<file path="src/rtl/rxf_pkg.sv">
package rxf_pkg;
    typedef enum logic [1:0] {
        S_OPEN = 2'd0,
        S_HOLD = 2'd1,
        S_DROP = 2'd2
    } rx_state_e;
endpackage

</file>
<file path="src/rtl/rxf_mem.sv">
module rxf_mem #(
    parameter int DW    = 8,
    parameter int DEPTH = 16,
    localparam int AW   = $clog2(DEPTH)
) (
    input  logic          clk,
    input  logic          we,
    input  logic [AW-1:0] waddr,
    input  logic [DW-1:0] wdata,
    input  logic [AW-1:0] raddr,
    output logic [DW-1:0] rdata
);
    logic [DW-1:0] store [DEPTH];

    always_ff @(posedge clk) begin
        if (we) store[waddr] <= wdata;
    end

    assign rdata = store[raddr];
endmodule

</file>
<file path="src/rtl/rxf_ctrl.sv">
module rxf_ctrl
    import rxf_pkg::*;
#(
    parameter int DEPTH = 16,
    localparam int CW   = $clog2(DEPTH) + 1
) (
    input  logic          clk,
    input  logic          rst_n,
    input  logic          wr_en,
    input  logic          pkt_start,
    input  logic          filt_en,
    input  logic          id_ok,
    input  logic          id_bad,
    input  logic [CW-1:0] occ_q,
    output logic          rollback,
    output logic          enter_hold,
    output logic          wr_acc,
    output logic          ovf_ev,
    output logic [CW-1:0] occ_base,
    output logic [CW-1:0] pend_q
);
    rx_state_e     state_q, state_n;
    logic          commit, blocked, wr_try, full, hide;
    logic [CW-1:0] pend_n;

    // state register
    always_ff @(posedge clk or negedge rst_n) begin
        if (!rst_n) begin
            state_q <= S_OPEN;
            pend_q  <= '0;
        end else begin
            state_q <= state_n;
            pend_q  <= pend_n;
        end
    end

    // next state and decisions
    always_comb begin
        state_n    = state_q;
        rollback   = 1'b0;
        commit     = 1'b0;
        blocked    = 1'b0;
        enter_hold = 1'b0;
        unique case (state_q)
            S_OPEN: begin
                if (pkt_start && filt_en) begin
                    state_n    = S_HOLD;
                    enter_hold = 1'b1;
                end
            end
            S_HOLD: begin
                if (pkt_start) begin
                    rollback   = 1'b1;
                    state_n    = filt_en ? S_HOLD : S_OPEN;
                    enter_hold = filt_en;
                end else if (id_bad) begin
                    rollback = 1'b1;
                    blocked  = 1'b1;
                    state_n  = S_DROP;
                end else if (id_ok) begin
                    commit  = 1'b1;
                    state_n = S_OPEN;
                end
            end
            S_DROP: begin
                if (pkt_start) begin
                    state_n    = filt_en ? S_HOLD : S_OPEN;
                    enter_hold = filt_en;
                end else begin
                    blocked = 1'b1;
                end
            end
            default: state_n = S_OPEN;
        endcase

        occ_base = rollback ? (occ_q - pend_q) : occ_q;
        full     = (occ_base == CW'(DEPTH));
        wr_try   = wr_en && !blocked;
        wr_acc   = wr_try && !full;
        ovf_ev   = wr_try && full;
        hide     = (state_n == S_HOLD);
        pend_n   = ((rollback || commit) ? '0 : pend_q) + CW'(wr_acc && hide);
    end

    AST_DROP_NO_GROWTH: assert property (@(posedge clk) disable iff (!rst_n)
        (state_q == S_DROP && !pkt_start) |=> (occ_q <= $past(occ_q)));
    AST_OPEN_NO_PEND: assert property (@(posedge clk) disable iff (!rst_n)
        (state_q == S_OPEN) |-> (pend_q == '0));
endmodule

</file>
<file path="src/rtl/rxf_ptrs.sv">
module rxf_ptrs #(
    parameter int DEPTH = 16,
    localparam int AW   = $clog2(DEPTH),
    localparam int CW   = AW + 1
) (
    input  logic          clk,
    input  logic          rst_n,
    input  logic          rollback,
    input  logic          enter_hold,
    input  logic          wr_acc,
    input  logic          pop,
    input  logic [CW-1:0] occ_base,
    output logic [AW-1:0] waddr,
    output logic [AW-1:0] rptr_q,
    output logic [CW-1:0] occ_q,
    output logic [CW-1:0] occ_n
);
    logic [AW-1:0] wptr_q, mark_q;

    function automatic logic [AW-1:0] bump(input logic [AW-1:0] p);
        return (p == AW'(DEPTH - 1)) ? '0 : p + AW'(1);
    endfunction

    always_comb begin
        waddr = rollback ? mark_q : wptr_q;
        occ_n = occ_base + CW'(wr_acc) - CW'(pop);
    end

    always_ff @(posedge clk or negedge rst_n) begin
        if (!rst_n) begin
            wptr_q <= '0;
            mark_q <= '0;
            rptr_q <= '0;
            occ_q  <= '0;
        end else begin
            wptr_q <= wr_acc ? bump(waddr) : waddr;
            if (enter_hold) mark_q <= waddr;
            if (pop) rptr_q <= bump(rptr_q);
            occ_q <= occ_n;
        end
    end

    AST_OCC_LIMIT: assert property (@(posedge clk) disable iff (!rst_n)
        occ_q <= CW'(DEPTH));
endmodule

</file>
<file path="src/rtl/rxf_irq.sv">
module rxf_irq #(
    parameter int CW    = 5,
    parameter int AF_HI = 12,
    parameter int AF_LO = 8
) (
    input  logic          clk,
    input  logic          rst_n,
    input  logic          thr_sel,
    input  logic [CW-1:0] occ_q,
    input  logic [CW-1:0] occ_n,
    input  logic          ovf_ev,
    output logic          af_pulse,
    output logic          ovf_pulse
);
    logic [CW-1:0] thr;

    assign thr = thr_sel ? CW'(AF_LO) : CW'(AF_HI);

    always_ff @(posedge clk or negedge rst_n) begin
        if (!rst_n) begin
            af_pulse  <= 1'b0;
            ovf_pulse <= 1'b0;
        end else begin
            af_pulse  <= (occ_n >= thr) && (occ_q < thr);
            ovf_pulse <= ovf_ev;
        end
    end

    AST_AF_SINGLE: assert property (@(posedge clk) disable iff (!rst_n)
        af_pulse |=> !af_pulse);
endmodule

</file>
<file path="src/rtl/rx_filt_fifo.sv">
module rx_filt_fifo #(
    parameter int DW    = 8,
    parameter int DEPTH = 16,
    parameter int AF_HI = 12,
    parameter int AF_LO = 8,
    localparam int AW   = $clog2(DEPTH),
    localparam int CW   = AW + 1
) (
    input  logic          clk,
    input  logic          rst_n,
    input  logic          wr_en,
    input  logic [DW-1:0] wr_data,
    input  logic          pkt_start,
    input  logic          filt_en,
    input  logic          id_ok,
    input  logic          id_bad,
    input  logic          thr_sel,
    input  logic          rd_en,
    output logic [DW-1:0] rd_data,
    output logic [CW-1:0] vis_cnt,
    output logic          af_pulse,
    output logic          ovf_pulse
);
    logic          rollback, enter_hold, wr_acc, ovf_ev, pop;
    logic [CW-1:0] occ_base, pend_q, occ_q, occ_n;
    logic [AW-1:0] waddr, rptr_q;
    logic [DW-1:0] head;

    rxf_ctrl #(.DEPTH(DEPTH)) u_ctrl (
        .clk(clk), .rst_n(rst_n), .wr_en(wr_en), .pkt_start(pkt_start),
        .filt_en(filt_en), .id_ok(id_ok), .id_bad(id_bad), .occ_q(occ_q),
        .rollback(rollback), .enter_hold(enter_hold), .wr_acc(wr_acc),
        .ovf_ev(ovf_ev), .occ_base(occ_base), .pend_q(pend_q)
    );

    rxf_ptrs #(.DEPTH(DEPTH)) u_ptrs (
        .clk(clk), .rst_n(rst_n), .rollback(rollback), .enter_hold(enter_hold),
        .wr_acc(wr_acc), .pop(pop), .occ_base(occ_base), .waddr(waddr),
        .rptr_q(rptr_q), .occ_q(occ_q), .occ_n(occ_n)
    );

    rxf_mem #(.DW(DW), .DEPTH(DEPTH)) u_mem (
        .clk(clk), .we(wr_acc), .waddr(waddr), .wdata(wr_data),
        .raddr(rptr_q), .rdata(head)
    );

    rxf_irq #(.CW(CW), .AF_HI(AF_HI), .AF_LO(AF_LO)) u_irq (
        .clk(clk), .rst_n(rst_n), .thr_sel(thr_sel), .occ_q(occ_q),
        .occ_n(occ_n), .ovf_ev(ovf_ev), .af_pulse(af_pulse), .ovf_pulse(ovf_pulse)
    );

    assign vis_cnt = occ_q - pend_q;
    assign pop     = rd_en && (vis_cnt != '0);
    assign rd_data = (vis_cnt != '0) ? head : '0;

    AST_OVF_ONLY_FULL: assert property (@(posedge clk) disable iff (!rst_n)
        ovf_pulse |-> ($past(occ_q) == CW'(DEPTH)));
    AST_PEND_BOUND: assert property (@(posedge clk) disable iff (!rst_n)
        pend_q <= occ_q);
endmodule

</file>
<file path="config.mk">
export PLATFORM = sky130hd
export DESIGN_NAME = rx_filt_fifo
export DESIGN_NICKNAME = d
export VERILOG_FILES = /design/src/rtl/rxf_pkg.sv /design/src/rtl/rxf_mem.sv /design/src/rtl/rxf_ctrl.sv /design/src/rtl/rxf_ptrs.sv /design/src/rtl/rxf_irq.sv /design/src/rtl/rx_filt_fifo.sv
export SDC_FILE = /design/constraint.sdc
export NUM_CORES = 1
export LEC_CHECK = 0
export BUFFER_PORTS_ARGS = -buffer_cell sky130_fd_sc_hd__clkbuf_2
export CAP_MARGIN = 20
export CORE_ASPECT_RATIO = 1.2
export CORE_UTILIZATION = 30
export DETAILED_ROUTE_END_ITERATION = 8
export PLACE_DENSITY = 0.54
export SLEW_MARGIN = 20
export SYNTH_ARGS = -nofsm -noshare
export SYNTH_HDL_FRONTEND = slang
export SYNTH_HIERARCHICAL = 1
export SYNTH_SLANG_ARGS = --single-unit
</file>
<file path="constraint.sdc">
create_clock -name clk -period 3.8 [get_ports clk]
set_input_delay 0.57 -clock clk [delete_from_list [all_inputs] [get_ports clk]]
set_output_delay 0.57 -clock clk [all_outputs]
set_load 0.02 [all_outputs]
</file>
==> summary.txt <==
Top cells by area, synth = edfxtp_1 (55%), dfrtp_1 (9.4%), mux4_2 (5.8%)
GPL Wtd Cong = 0.827
Die W = 141 µm
CP cell instances = inv_1, ha_2, inv_2, fa_2, xor2_4, nor4b_2, mux2_4, a21boi_2, ha_1, inv_1, ha_2, fa_2, xor2_1, inv_1, ha_1, nor4bb_2, o311a_1
CTS sink cnt = 154
HP Class = in2async
Worst path required time = 4100 ps
Post-CTS Hold Fix Bufs = 0
Die Ht = 169 µm
Sequential share of the synthesized area = 0.647
Min Tclk post-route = 3730 ps
Seq cells post-synth = 154
CP Buf/Inv Count = 4
Root Driver = clkbuf_16
Main combinational cell family by area after synthesis = multiplexers
Util after Layout = 0.367
# setup viols final = 0
Filler cells = 2,097
PortBufs = 31
Compound-Gate Fraction of Synth Area = 0.0628
Crit Path Class = reg2reg
EDFF count, synth = 128
Run status = finished clean
Simple-Gate Fraction of Synth Area = 0.0619
CP top delay family = adder cells
Core Box Area = 22,600 µm²
Maximum fanout along the worst path = 3
Layout cells sized above 1 = 0.272
Synth warn = 6
Final Cycle Share = 0.982
Routed len/inst = 17.1 µm
Post-Synth XOR/XNOR Area = 0.0236
Htree depth = 4
Mapped Nets = 471
Max-slew violations = 0
Post-synth top area share = 0.553
Post-DP HPWL = 9750 µm
Fin nets = 543
Final WS setup = 67.2 ps
Mux contribution to synthesized area = 0.126
Crit-path most repeated cell = inv_1
Area Growth Syn to Fin = 19.4%
Startpoint types = flip-flop
Initial antenna violation count = 0
Worst IR Drop VDD = 607 µV
Pwr dens = 875 nW/µm²
Initial core utilization = 0.308
Max_cap viols = 0
Antenna cell count = 0
DR iter-0 viols = 256
Synth area leader = edfxtp_1
Fmax = 0.268 GHz
Syn Area/Cell = 16.2 µm²
Critical path capture point type = flip-flop
Drt pass-1 iters = 4
Max-slew headroom = 0.545
Synth Cell Area = 6950 µm²
Yosys cell types = 56
Via-to-Cell Ratio = 4.72
Boundary Pins = 32
Final Hold Vio Count = 0
DRC Markers = 0
Total gr overflow = 0
Crit path max-delay cell type = fa_2
Most used DFF post-synth = edfxtp_1
Worst setup slack after placement = 13.5 ps
Final antenna-violating net count = 0
Largest net degree at the start of global routing = 27
Async SR Flop Fraction = 0.169
Leakage = 0.00306 µW
Final WL = 14,100 µm
Global-route wire length before repair = 22,400 µm
CTS clk-pin slew, worst paths = 60 ps
Num CTS Buffers = 17
Vias in the first global route = 4,085
Post-synthesis adder-cell area fraction = 0.0482
Number of core rows = 60
Skew-Pair Late Insertion Delay = 430 ps
Setup Skew = 14.8 ps
RSZ-0062 raised after global routing = yes
Clk buf depth = 2
Worst Path Arrival = 4030 ps
DIE AREA = 23,800 µm²
GRT Overall Usage = 0.128
Via Count = 3,889
Mapped Cells = 429
Slowest Stage Delay on Critical Path = 430 ps
Worst Tran Pin Value = 683 ps
Total power draw = 7270 µW
CTS tree = built
-- cells by family after synthesis --
family                   count (synthesis)
XOR/XNOR                                17
adder cells (fa/ha/maj)                 25
multiplexers                            41
AND/OR/NAND/NOR                         86
buffers and inverters                   44
flip-flops                             154
AO/OA/AOI/OAI                           62
-- sequential cells by signal, indices dropped and copies added, names as in the netlist, 2 cells and up --
register	cells
u_ctrl/pend_q	5
u_ctrl/state_q	2
u_mem/store	128
u_ptrs/mark_q	4
u_ptrs/occ_q	5
u_ptrs/rptr_q	4
u_ptrs/wptr_q	4
-- layout by cell type, fill, tap and decap left out, drive strengths merged, types with 3 or more instances in the layout --
master	synthesis	final
a21boi	9	9
xnor2	11	11
nand2b	4	4
edfxtp	128	128
nor2	27	27
nand3	6	6
mux2	5	5
buf	7	32
a22oi	16	16
mux4	32	32
inv	34	42
nand3b	4	4
o21ai	13	13
nand2	23	23
clkbuf	0	49
xor2	6	6
a21o	3	3
dfrtp	26	26
nor2b	3	3
ha	22	22
mux2i	4	4
and2	3	3
nor3	5	5
fa	3	3
a21oi	12	12
-- power by group --
part / internal, µW / switching (µW) / leakage, µW
Combinational: 1400 / 1830 / 0.00130
Sequential: 2150 / 154 / 0.00147
Clock: 999 / 730 / 0.000293
-- cell type report --
| type | count | area, µm² | area share |
|---|---|---|---|
| sequential | 154 | 4500 | 0.542 |
| clock inverter | 14 | 180 | 0.0217 |
| clock buffer | 18 | 429 | 0.0517 |
| timing repair buffer | 63 | 395 | 0.0476 |
| inverter | 34 | 130 | 0.0157 |
| tap | 310 | 388 | 0.0467 |
| multi-input combinational | 231 | 2280 | 0.275 |
-- layer usage --
metal	routed length [µm]	global-route usage	up-vias
met4	236	0.0534	0
li1	-	-	1803
met1	6250	0.157	1984
met3	522	0.0308	16
met5	0	0	-
met2	7080	0.215	86
-- worst reg2reg max path, delay by kind of cell (launching register included) --
family	cells	cell delay, ps
fa+ha+maj	6	1670
mux	1	200
flops	1	390
simple gates	2	440
xor+xnor	2	370
compound gates	2	350
buf+inv	4	200
-- timing repair --
item	in CTS	in global routing
setup buffers	0	5
resized for setup	1	6
hold endpoints to repair	0	0
setup endpoints to repair	1	1
pin swaps	0	7
-- cell usage after synthesis (2+ instances only) --
cell type	count
nor3_1	5
nand3b_1	4
a21boi_1	8
mux2_2	4
a21oi_1	11
fa_1	3
buf_2	3
nand2_1	23
a22oi_1	16
inv_1	31
and2_1	3
a31oi_1	2
xor2_1	5
nor2_1	27
mux2i_1	4
buf_6	3
clkdlybuf4s25_2	3
o21ai_0	10
edfxtp_1	128
ha_1	22
nand2b_1	4
mux4_2	18
xnor2_1	10
mux4_1	14
a21o_1	3
nand4_1	2
dfrtp_1	26
nor2b_1	3
nand3_1	6
inv_2	2
-- stage by stage --
stage	instances	hold WS [ps]	cell area [µm²]	TNS, ps
2_1_floorplan	429	274	6970	0
3_3_place_gp	787	489	7630	0
3_5_place_dp	787	495	7630	0
4_1_cts	819	186	8240	0
5_1_grt	824	242	8300	-126
6_report	824	180	8300	0
-- path summary, 6_finish.rpt --
check	depth (start not counted)	to	slack, ps	from
worst max register to register	17	u_irq/af_pulse$_DFF_PN0_	70	u_ptrs/occ_q[0]$_DFF_PN0_
worst max-delay path	17	u_irq/af_pulse$_DFF_PN0_	70	u_ptrs/occ_q[0]$_DFF_PN0_
max in group asynchronous	1	u_ptrs/rptr_q[0]$_DFFE_PN0P_	3140	rst_n
worst min register to register	1	u_ptrs/mark_q[3]$_DFFE_PN0P_	500	u_ptrs/mark_q[3]$_DFFE_PN0P_
worst min-delay path	1	u_ctrl/pend_q[2]$_DFF_PN0_	180	rst_n
min in group clk	1	u_ptrs/mark_q[3]$_DFFE_PN0P_	500	u_ptrs/mark_q[3]$_DFFE_PN0P_
Note: power is estimated with default switching activity, not from simulation.
